`src/rtl/vload_agen_pkg.sv`:
```
package vload_agen_pkg;

  localparam logic [1:0] MODE_SPLAT   = 2'b00;
  localparam logic [1:0] MODE_ESTRIDE = 2'b01;
  localparam logic [1:0] MODE_USTRIDE = 2'b10;

  typedef enum logic [1:0] {
    ST_IDLE = 2'd0,
    ST_SCAN = 2'd1,
    ST_REQ  = 2'd2,
    ST_WAIT = 2'd3
  } seqState_t;

  // strobes from control to datapath
  typedef struct packed {
    logic capture;    // latch a new instruction, clear counters
    logic skipDst;    // step j past a masked element
    logic latchAddr;  // register the computed address
    logic advance;    // step counters after a completed load
  } seqStrobe_t;

endpackage

```
`src/rtl/vload_agen_dpath.sv`:
```
module vload_agen_dpath
  import vload_agen_pkg::*;
#(
  parameter int XLEN  = 64,
  parameter int MAXVL = 64,
  parameter int IMM_W = 16,
  parameter int REG_W = 7,
  localparam int VL_W = $clog2(MAXVL + 1),
  localparam int PI_W = $clog2(MAXVL)
) (
  input  logic             clk,
  input  logic             rst_n,
  input  seqStrobe_t       stb,
  input  logic [VL_W-1:0]  vecLen,
  input  logic [MAXVL-1:0] predMask,
  input  logic             srcIsVec,
  input  logic             dstIsVec,
  input  logic [1:0]       ldMode,
  input  logic [1:0]       widthCode,
  input  logic [IMM_W-1:0] immed,
  input  logic             update,
  input  logic [REG_W-1:0] srcIdx,
  input  logic [REG_W-1:0] dstIdx,
  output logic [REG_W-1:0] rfRdIdx,
  input  logic [XLEN-1:0]  rfRdData,
  input  logic [XLEN-1:0]  memRspData,
  output logic             seqEnd,
  output logic             predOff,
  output logic             dstScalar,
  output logic             updFlag,
  output logic [XLEN-1:0]  memReqAddr,
  output logic [REG_W-1:0] rfWrIdx,
  output logic [XLEN-1:0]  rfWrData,
  output logic [REG_W-1:0] upWrIdx,
  output logic [XLEN-1:0]  upWrData
);

  logic [VL_W-1:0]  vlR;
  logic [MAXVL-1:0] predR;
  logic             srcVecR, dstVecR, updR;
  logic [1:0]       modeR, widthR;
  logic [IMM_W-1:0] immR;
  logic [REG_W-1:0] srcR, dstR;
  logic [VL_W-1:0]  iCnt, jCnt;
  logic [XLEN-1:0]  eaR;

  logic [XLEN-1:0]  immX;
  logic [XLEN-1:0]  stepBytes;
  logic [XLEN-1:0]  offs;
  logic [XLEN-1:0]  eaNext;
  logic [VL_W-1:0]  vlClamp;

  assign vlClamp = (vecLen > VL_W'(MAXVL)) ? VL_W'(MAXVL) : vecLen;

  always_ff @(posedge clk) begin
    if (!rst_n) begin
      vlR     <= '0;
      predR   <= '0;
      srcVecR <= 1'b0;
      dstVecR <= 1'b0;
      updR    <= 1'b0;
      modeR   <= MODE_SPLAT;
      widthR  <= '0;
      immR    <= '0;
      srcR    <= '0;
      dstR    <= '0;
      iCnt    <= '0;
      jCnt    <= '0;
      eaR     <= '0;
    end else begin
      if (stb.capture) begin
        vlR     <= vlClamp;
        predR   <= predMask;
        srcVecR <= srcIsVec;
        dstVecR <= dstIsVec;
        updR    <= update;
        modeR   <= ldMode;
        widthR  <= widthCode;
        immR    <= immed;
        srcR    <= srcIdx;
        dstR    <= dstIdx;
        iCnt    <= '0;
        jCnt    <= '0;
      end
      if (stb.skipDst) jCnt <= jCnt + 1'b1;
      if (stb.advance) begin
        if (srcVecR) iCnt <= iCnt + 1'b1;
        if (dstVecR) jCnt <= jCnt + 1'b1;
      end
      if (stb.latchAddr) eaR <= eaNext;
    end
  end

  // sign extension of the immediate
  assign immX = {{(XLEN-IMM_W){immR[IMM_W-1]}}, immR};

  // width code to byte step
  assign stepBytes = XLEN'(1) << widthR;

  // offset selection: vector source is indirect, otherwise by mode
  always_comb begin
    if (srcVecR) begin
      offs = immX;
    end else begin
      case (modeR)
        MODE_ESTRIDE: offs = XLEN'(jCnt) * immX;
        MODE_USTRIDE: offs = XLEN'(jCnt) * stepBytes;
        default:      offs = immX;
      endcase
    end
  end

  assign rfRdIdx = srcVecR ? (srcR + REG_W'(iCnt)) : srcR;
  assign eaNext  = rfRdData + offs;

  assign seqEnd    = (iCnt >= vlR) || (jCnt >= vlR);
  assign predOff   = dstVecR && !predR[jCnt[PI_W-1:0]];
  assign dstScalar = !dstVecR;
  assign updFlag   = updR;

  assign memReqAddr = eaR;
  assign upWrIdx    = srcR + REG_W'(iCnt);
  assign upWrData   = eaR;
  assign rfWrIdx    = dstR + REG_W'(jCnt);
  assign rfWrData   = memRspData;


  counter_bound_chk: assert property (@(posedge clk) disable iff (!rst_n)
    (iCnt <= VL_W'(MAXVL)) && (jCnt <= VL_W'(MAXVL)));


  scalar_dst_stop_chk: assert property (@(posedge clk) disable iff (!rst_n)
    stb.advance |-> dstVecR);


  no_issue_past_end_chk: assert property (@(posedge clk) disable iff (!rst_n)
    stb.latchAddr |-> (iCnt < vlR) && (jCnt < vlR));

endmodule

```
`src/rtl/vload_agen_ctrl.sv`:
```
module vload_agen_ctrl
  import vload_agen_pkg::*;
(
  input  logic       clk,
  input  logic       rst_n,
  input  logic       start,
  input  logic       seqEnd,
  input  logic       predOff,
  input  logic       dstScalar,
  input  logic       updFlag,
  input  logic       memReqReady,
  input  logic       memRspValid,
  output seqStrobe_t stb,
  output logic       memReqValid,
  output logic       rfWrEn,
  output logic       upWrEn,
  output logic       busy,
  output logic       done
);

  seqState_t state, stateNext;

  always_ff @(posedge clk) begin
    if (!rst_n) state <= ST_IDLE;
    else        state <= stateNext;
  end

  always_comb begin
    stateNext   = state;
    stb         = '0;
    memReqValid = 1'b0;
    rfWrEn      = 1'b0;
    upWrEn      = 1'b0;
    done        = 1'b0;
    case (state)
      ST_IDLE: begin
        if (start) begin
          stb.capture = 1'b1;
          stateNext   = ST_SCAN;
        end
      end
      ST_SCAN: begin
        if (seqEnd) begin
          done      = 1'b1;
          stateNext = ST_IDLE;
        end else if (predOff) begin
          stb.skipDst = 1'b1;
        end else begin
          stb.latchAddr = 1'b1;
          stateNext     = ST_REQ;
        end
      end
      ST_REQ: begin
        memReqValid = 1'b1;
        if (memReqReady) begin
          upWrEn    = updFlag;
          stateNext = ST_WAIT;
        end
      end
      default: begin
        if (memRspValid) begin
          rfWrEn = 1'b1;
          if (dstScalar) begin
            done      = 1'b1;
            stateNext = ST_IDLE;
          end else begin
            stb.advance = 1'b1;
            stateNext   = ST_SCAN;
          end
        end
      end
    endcase
  end

  assign busy = (state != ST_IDLE);


  req_hold_chk: assert property (@(posedge clk) disable iff (!rst_n)
    memReqValid && !memReqReady |=> memReqValid);


  done_in_busy_chk: assert property (@(posedge clk) disable iff (!rst_n)
    done |-> busy);


  done_single_chk: assert property (@(posedge clk) disable iff (!rst_n)
    done |=> !done && !busy);


  update_on_hs_chk: assert property (@(posedge clk) disable iff (!rst_n)
    upWrEn |-> memReqValid && memReqReady);


  write_with_rsp_chk: assert property (@(posedge clk) disable iff (!rst_n)
    rfWrEn |-> memRspValid && !memReqValid);

endmodule

```
`src/rtl/vload_agen.sv`:
```
module vload_agen
  import vload_agen_pkg::*;
#(
  parameter int XLEN  = 64,
  parameter int MAXVL = 64,
  parameter int IMM_W = 16,
  parameter int REG_W = 7,
  localparam int VL_W = $clog2(MAXVL + 1)
) (
  input  logic             clk,
  input  logic             rst_n,
  input  logic             start,
  input  logic [VL_W-1:0]  vecLen,
  input  logic [MAXVL-1:0] predMask,
  input  logic             srcIsVec,
  input  logic             dstIsVec,
  input  logic [1:0]       ldMode,
  input  logic [1:0]       widthCode,
  input  logic [IMM_W-1:0] immed,
  input  logic             update,
  input  logic [REG_W-1:0] srcIdx,
  input  logic [REG_W-1:0] dstIdx,
  output logic [REG_W-1:0] rfRdIdx,
  input  logic [XLEN-1:0]  rfRdData,
  output logic             memReqValid,
  input  logic             memReqReady,
  output logic [XLEN-1:0]  memReqAddr,
  input  logic             memRspValid,
  input  logic [XLEN-1:0]  memRspData,
  output logic             rfWrEn,
  output logic [REG_W-1:0] rfWrIdx,
  output logic [XLEN-1:0]  rfWrData,
  output logic             upWrEn,
  output logic [REG_W-1:0] upWrIdx,
  output logic [XLEN-1:0]  upWrData,
  output logic             busy,
  output logic             done
);

  seqStrobe_t stb;
  logic seqEnd, predOff, dstScalar, updFlag;

  vload_agen_ctrl ctrl_i (
    .clk         (clk),
    .rst_n       (rst_n),
    .start       (start),
    .seqEnd      (seqEnd),
    .predOff     (predOff),
    .dstScalar   (dstScalar),
    .updFlag     (updFlag),
    .memReqReady (memReqReady),
    .memRspValid (memRspValid),
    .stb         (stb),
    .memReqValid (memReqValid),
    .rfWrEn      (rfWrEn),
    .upWrEn      (upWrEn),
    .busy        (busy),
    .done        (done)
  );

  vload_agen_dpath #(
    .XLEN  (XLEN),
    .MAXVL (MAXVL),
    .IMM_W (IMM_W),
    .REG_W (REG_W)
  ) dpath_i (
    .clk        (clk),
    .rst_n      (rst_n),
    .stb        (stb),
    .vecLen     (vecLen),
    .predMask   (predMask),
    .srcIsVec   (srcIsVec),
    .dstIsVec   (dstIsVec),
    .ldMode     (ldMode),
    .widthCode  (widthCode),
    .immed      (immed),
    .update     (update),
    .srcIdx     (srcIdx),
    .dstIdx     (dstIdx),
    .rfRdIdx    (rfRdIdx),
    .rfRdData   (rfRdData),
    .memRspData (memRspData),
    .seqEnd     (seqEnd),
    .predOff    (predOff),
    .dstScalar  (dstScalar),
    .updFlag    (updFlag),
    .memReqAddr (memReqAddr),
    .rfWrIdx    (rfWrIdx),
    .rfWrData   (rfWrData),
    .upWrIdx    (upWrIdx),
    .upWrData   (upWrData)
  );


  req_addr_stable_chk: assert property (@(posedge clk) disable iff (!rst_n)
    memReqValid && !memReqReady |=> $stable(memReqAddr));


  start_busy_chk: assert property (@(posedge clk) disable iff (!rst_n)
    start && !busy |=> busy);

endmodule

```
`config.mk`:
```
export PLATFORM = sky130hd
export DESIGN_NAME = vload_agen
export DESIGN_NICKNAME = d
export VERILOG_FILES = /design/src/rtl/vload_agen_pkg.sv /design/src/rtl/vload_agen_dpath.sv /design/src/rtl/vload_agen_ctrl.sv /design/src/rtl/vload_agen.sv
export SDC_FILE = /design/constraint.sdc
export NUM_CORES = 1
export LEC_CHECK = 0
export BUFFER_PORTS_ARGS = -buffer_cell sky130_fd_sc_hd__buf_2
export CAP_MARGIN = 40
export CORE_MARGIN = 1
export CORE_UTILIZATION = 30
export CTS_CLUSTER_DIAMETER = 150
export DETAILED_ROUTE_END_ITERATION = 8
export PLACE_DENSITY = 0.49
export SLEW_MARGIN = 5
export SYNTH_ARGS = -nofsm -noshare
export SYNTH_HDL_FRONTEND = slang
export SYNTH_HIERARCHICAL = 1
export SYNTH_SLANG_ARGS = --single-unit
```
`constraint.sdc`:
```
create_clock -name clk -period 10.2 [get_ports clk]
set_input_delay 0.51 -clock clk [delete_from_list [all_inputs] [get_ports clk]]
set_output_delay 0.51 -clock clk [all_outputs]
set_load 0.03 [all_outputs]
```
==> flow_metrics.env, run 1 <==
export IMPL_maxCapViolations=0
export IMPL_comb_power_share_pct=29.3
export IMPL_slew_violations=0
export IMPL_crit_slowest_cell="dfxtp_1"
export IMPL_cts_resized=0
export IMPL_syn_avg_cell_area_um2=8.548
export IMPL_rr_worst_depth=29
export IMPL_routedWlPerCell_um=18.17
export IMPL_synth_edf_count=0
export IMPL_hold_viol_final=0
export IMPL_leakagePower_uw=0.01029
export IMPL_nFillCells=6333
export IMPL_clkSlewWorstSetupHoldPaths_ns=0.09
export IMPL_slew_headroom_pct=52.16
export IMPL_clock_root_buffer="clkbuf_16"
export IMPL_r2r_end="dpath_i/memReqAddr[63]"
export IMPL_p_sw_uw=850.4
export IMPL_synth_cells=2163
export IMPL_seq_power_share_pct=36.6
export IMPL_synth_area_leaders="dfxtp_1 (20%), ha_1 (12%), fa_1 (11%), mux2i_1 (7.0%), buf_4 (5.2%)"
export IMPL_clockBufferDepth=2
export IMPL_grt_pass1_wl_mm=88.24
export IMPL_critPathCapture="dpath_i/memReqAddr[63]"
export IMPL_gp_congestion=0.8888
export IMPL_final_common_cell="buf_2"
export IMPL_mostFrequentLayoutCells="buf_2 (330), nor2_1 (234), inv_1 (197)"
export IMPL_crit_fanout=30
export IMPL_ys_types=88
export IMPL_worstSetupStartpointType="flop"
export IMPL_drtIter0Drc=716
export IMPL_hold_class="in2reg"
export IMPL_internal_power_uw=1379
export IMPL_ir_drop_v=0.0001369
export IMPL_arrival_ns=8.79
export IMPL_ff_latch_area_um2=3765
export IMPL_dp_cells=3079
export IMPL_max_stage_delay_ns=0.78
export IMPL_async_flop_share_pct=0
export IMPL_clock_sinks=188
export IMPL_io_buffers=330
export IMPL_die_w_um=250.3
export IMPL_ys_warn_count=6
export IMPL_htree_levels=4
export IMPL_post_dp_cell_area_um2=20060
export IMPL_setup_worst_path_start="dpath_i/jCnt[5]"
export IMPL_crit_path_end_kind="flop"
export IMPL_critPathKind="reg2reg"
export IMPL_io_pins=459
export IMPL_multi_input_area_um2=12670
export IMPL_finish_instance_area_um2=20730
export IMPL_final_cells=3115
export IMPL_rsz0062_at_grt="false"
export IMPL_worstMarginPinSlew_ns=0.7176
export IMPL_initial_core_util_pct=30.52
export IMPL_drive_above_1_share_pct=19.54
export IMPL_ys_seq_elements=188
export IMPL_max_freq_mhz=119.3
export IMPL_yosys_area_top_type="dfxtp_1"
export IMPL_antenna_found_initial=7
export IMPL_synth_flop_cell="dfxtp_1"
export IMPL_drc=0
export IMPL_fin_crit_ns=8.380
export IMPL_grt_use_total_pct=18.20
export IMPL_grt_max_degree=68
export IMPL_r2r_slack_ns=1.82
export IMPL_setup_tns_ns=0
export IMPL_finalNetCount=2835
export IMPL_post_drt_via_cell_ratio=4.932
export IMPL_area_growth_pct=12.11
export IMPL_tritoncts="yes"
export IMPL_netlist_area_um2=18490
export IMPL_post_cts_buffers=0
export IMPL_dieArea_um2=62630
export IMPL_skew_ns=0.01895
export IMPL_overflow=0
export IMPL_required_ns=10.61
export IMPL_place_hpwl_mm=45.87
export IMPL_placementRows=90
export IMPL_die_y_um=250.3
export IMPL_core_um2=60580
export IMPL_min_period_over_period_pct=82.16
export IMPL_post_route_util_pct=34.22
export IMPL_synth_top_area_share_pct=20.36
export IMPL_cts_buffers=17
export IMPL_dr_pass1_iters=7
export IMPL_clock_latency_ns=0.52
export IMPL_pwr_share_clk_pct=34.1
export IMPL_seq_area_frac_synth_pct=20.36
export IMPL_via_count=15360
export IMPL_wl_mm=56.60
export IMPL_powerDensity_nw_per_um2=107.6
export IMPL_synth_nets=2682
export IMPL_detail_route_antenna_nets=0
export IMPL_hold_buffers=0
export IMPL_sw_frac_of_total_pct=38.14
export IMPL_r2r_start="dpath_i/jCnt[5]"
export IMPL_setup_viol=0
export IMPL_outcome="completed"
export IMPL_grt_pass1_vias=15580
==> kinds of logic after synthesis <==
kind of cell               after synthesis  share of synthesized area (%)
adders and majority gates              278                          22.79
and+or+nand+nor                        625                          16.34
AOI/OAI and AO/OA                      400                          14.75
muxes                                  157                          9.968
DFF                                    188                          20.36
xor gates and xnor gates                98                          4.642
buffers and inverters                  417                          11.15
==> routing by layer <==
| metal | global-route usage (%) | vias to the layer above | part of all wire, % |
|---|---|---|---|
| li1 | - | 7525 | - |
| met1 | 22.69 | 7277 | 44 |
| met2 | 30.59 | 473 | 48 |
| met3 | 3.855 | 81 | 5.4 |
| met4 | 7.011 | 6 | 2.8 |
| met5 | 0 | - | 0.067 |
==> cell usage after synthesis (4+ instances only) <==
cell type	number
and2_1	111
o21bai_1	20
nand3b_1	7
o22ai_1	6
or3_1	5
mux2i_1	129
nor2_1	235
buf_2	7
nand2_1	124
nor3b_1	7
xor2_1	34
ha_1	180
xnor2_1	64
a31oi_1	13
mux4_2	21
o31ai_1	5
o21ai_2	4
buf_4	128
fa_1	98
nand4_1	20
inv_1	197
o21a_1	7
nor2b_1	14
buf_1	11
a22oi_1	4
nand3_1	26
o21ai_0	57
mux2_2	6
clkbuf_1	72
a211oi_1	15
dfxtp_1	188
nand2b_1	18
a21o_1	53
a21oi_1	120
o21ai_1	30
and3_1	23
a21oi_2	5
a221oi_1	11
nor3_1	19
==> final cells by class <==
cell class                 instances  share of cell area [%]
multi-input combinational       1558                   61.13
sequential                       188                   18.16
timing repair buffer             353                   9.163
tap                              782                   4.720
inverter                         198                   3.598
clock buffer                      17                   2.052
clock inverter                    15                   1.129
antenna                            4                 0.04829
==> power by group through the flow <==
stage	Clock, uW	Sequential (uW)	Combinational [uW]
after floorplan	0	831	503
after global placement	0	833	644
after detailed placement	0	834	654
after CTS	795	817	657
after global routing	814	823	713
final	760	816	654
==> worst max-delay path: cells and delay by family (launching register included) <==
| family | cells | cell delay, ns |
|---|---|---|
| AO/OA/AOI/OAI | 13 | 2.24 |
| XOR/XNOR | 2 | 0.33 |
| adder cells (fa/ha/maj) | 6 | 2.65 |
| buffers and inverters | 4 | 0.95 |
| flip-flops | 1 | 0.78 |
| AND/OR/NAND/NOR | 4 | 1.30 |
==> state kept, by name, summed over array words and instances (netlist names), 2 cells and up <==
register            count
dpath_i/dstR            7
dpath_i/modeR           2
dpath_i/jCnt            7
dpath_i/vlR             7
dpath_i/widthR          2
dpath_i/iCnt            7
dpath_i/memReqAddr     64
dpath_i/predR          64
dpath_i/immR           16
ctrl_i/state            2
dpath_i/srcR            7
==> metrics by stage <==
stage / total power [uW] / setup slack (ns) / hold WS, ns
finish: 2230 / 1.820 / 0.2251
global route: 2349 / 1.345 / 0.2083
CTS: 2269 / 1.797 / 0.1811
detailed placement: 1489 / 1.826 / 0.4528
global placement: 1477 / 1.920 / 0.4444
floorplan: 1334 / 2.074 / 0.4461
==> worst min-delay path by stage <==
| stage | from | to | slack [ns] | depth (start not counted) |
|---|---|---|---|---|
| finish | predMask[50] | dpath_i/predR[50] | 0.23 | 3 |
| global route | predMask[52] | dpath_i/predR[52] | 0.21 | 3 |
| CTS | predMask[52] | dpath_i/predR[52] | 0.18 | 3 |
| detailed placement | dpath_i/memReqAddr[34] | dpath_i/memReqAddr[34] | 0.45 | 2 |
| global placement | dpath_i/memReqAddr[34] | dpath_i/memReqAddr[34] | 0.44 | 2 |
| floorplan | dpath_i/vlR[4] | dpath_i/vlR[4] | 0.45 | 2 |
No activity file was read; power rests on OpenSTA's default activity.
==> inputs of run 2 (changes only) <==
--- a/config.mk
+++ b/config.mk
@@ -11,7 +11,7 @@
 export CORE_UTILIZATION = 30
 export CTS_CLUSTER_DIAMETER = 150
 export DETAILED_ROUTE_END_ITERATION = 8
-export PLACE_DENSITY = 0.49
+export PLACE_DENSITY = 0.51
 export SLEW_MARGIN = 5
 export SYNTH_ARGS = -nofsm -noshare
 export SYNTH_HDL_FRONTEND = slang
==> constraint.sdc (replaced) <==
create_clock -name clk -period 6.8 [get_ports clk]
set_input_delay 0.34 -clock clk [delete_from_list [all_inputs] [get_ports clk]]
set_output_delay 0.34 -clock clk [all_outputs]
set_load 0.03 [all_outputs]
==> run 2 against run 1 <==
The flow now finishes with violations (negative setup slack). First-iteration DRC count decreased by 7.4%. Core utilization increased by 8.3 points. Hold slack got worse by 0.14 ns. Setup slack got worse by 2.4 ns. Clock power increased by 33%. Sequential cell count unchanged. Cell count increased by 14%.
==> flow_metrics.env, run 2 (synthesis results as in run 1) <==
export IMPL_grt_pass1_vias=16960
export IMPL_path_delay_family="adder cells"
export IMPL_min_period_over_period_pct=108.7
export IMPL_crit_fanout=6
export IMPL_grt_use_total_pct=19.07
export IMPL_ff_latch_area_um2=3797
export IMPL_setup_slack_ns=-0.5912
export IMPL_slew_headroom_pct=38.58
export IMPL_initial_core_util_pct=30.52
export IMPL_multi_input_area_um2=14260
export IMPL_nFillCells=6068
export IMPL_drc=0
export IMPL_finish_instance_area_um2=25750
export IMPL_grt_max_degree=118
export IMPL_drive_above_1_share_pct=40.24
export IMPL_outcome="finished with violations"
export IMPL_required_ns=7.17
export IMPL_mostFrequentLayoutCells="buf_4 (388), buf_2 (331), nor2_1 (219)"
export IMPL_crit_slowest_cell="fa_1"
export IMPL_hold_class="in2reg"
export IMPL_setup_viol=36
export IMPL_clock_root_buffer="clkbuf_16"
export IMPL_gp_congestion=0.8860
export IMPL_overflow=0
export IMPL_clock_latency_ns=0.49
export IMPL_clkSlewWorstSetupHoldPaths_ns=0.08
export IMPL_dieArea_um2=62630
export IMPL_core_um2=60580
export IMPL_wl_mm=61.00
export IMPL_dr_pass1_iters=5
export IMPL_hold_viol_final=0
export IMPL_violations="negative setup slack"
export IMPL_detail_route_antenna_nets=0
export IMPL_clockBufferDepth=2
export IMPL_placementRows=90
export IMPL_critPathKind="reg2reg"
export IMPL_worstMarginPinSlew_ns=0.9213
export IMPL_place_hpwl_mm=48.76
export IMPL_slew_violations=0
export IMPL_die_w_um=250.3
export IMPL_leakagePower_uw=0.01268
export IMPL_io_pins=459
export IMPL_finalNetCount=3262
export IMPL_cts_buffers=17
export IMPL_htree_levels=4
export IMPL_io_buffers=330
export IMPL_crit_path_end_kind="flop"
export IMPL_tritoncts="yes"
export IMPL_via_count=16850
export IMPL_die_y_um=250.3
export IMPL_worstSetupStartpointType="flop"
export IMPL_post_dp_cell_area_um2=22920
export IMPL_antenna_found_initial=16
export IMPL_final_common_cell="buf_4"
export IMPL_max_stage_delay_ns=0.55
export IMPL_pre_cts_ws_ns=-0.8634
export IMPL_arrival_ns=7.76
export IMPL_maxCapViolations=0
export IMPL_crit_top_cell="fa_1"
export IMPL_rsz0062_at_grt="true"
export IMPL_area_growth_pct=39.29
export IMPL_cp_num_buf_inv=11
export IMPL_max_freq_mhz=135.3
export IMPL_clock_sinks=188
export IMPL_fin_crit_ns=7.391
export IMPL_drtIter0Drc=663
export IMPL_powerDensity_nw_per_um2=142.4
export IMPL_routedWlPerCell_um=17.21
export IMPL_skew_ns=0.02267
export IMPL_ir_drop_v=0.0001902
export IMPL_grt_pass1_wl_mm=93.43
export IMPL_post_drt_via_cell_ratio=4.755
## run 2: metrics by stage
step / TNS [ns] / total power, uW / utilization (%) / hold slack [ns] / std cells
2_1_floorplan: -25.30 / 2010 / - / 0.4461 / 2163
3_3_place_gp: -24.72 / 2453 / 37.69 / 0.4439 / 3439
3_5_place_dp: -27.87 / 2474 / 37.84 / 0.4568 / 3445
4_1_cts: -12.31 / 3598 / 40.16 / 0.02907 / 3498
5_1_grt: -23.98 / 3881 / 42.50 / 0.04719 / 3542
6_report: -13.58 / 3669 / 42.51 / 0.08602 / 3544
## run 2: final timing paths
kind | depth (start not counted) | start | endpoint | slack, ns
max | 32 | dpath_i/jCnt[4] | dpath_i/memReqAddr[61] | -0.59
min | 3 | immed[12] | dpath_i/immR[12] | 0.09
max reg2reg | 32 | dpath_i/jCnt[4] | dpath_i/memReqAddr[61] | -0.59
min reg2reg | 2 | dpath_i/memReqAddr[43] | dpath_i/memReqAddr[43] | 0.46
## run 2: layout make-up
class	instances	area share [%]
multi-input cells	1558	55.39
repair buffers	780	20.90
flip-flops and latches	188	14.75
well taps	782	3.799
inverters	198	2.910
clock buffers	19	1.720
clock inverters	13	0.4858
diodes	6	0.05830
## run 2: layer usage
layer | part of all wire (%) | track usage, %
met1 | 45 | 23.80
met2 | 49 | 32.42
met3 | 4.2 | 4.261
met4 | 2.2 | 6.047
met5 | 0.18 | 0
## run 2: what timing repair did
action,in CTS,in global routing
pin swaps,53,156
setup buffers,21,45
resized for setup,131,245
hold buffers,0,0
cloned,0,1
setup endpoints to repair,49,48
## run 2: power by group
group	total (uW)	switching (uW)	internal, uW
combinational	1450	766	681
sequential	1210	50.6	1160
clock	1010	517	493
## run 2: tightest hold or removal path: cells and delay by family
kind | cells | cell delay (ns)
buf+inv | 1 | 0.08
mux | 1 | 0.05
simple gates | 1 | 0.07
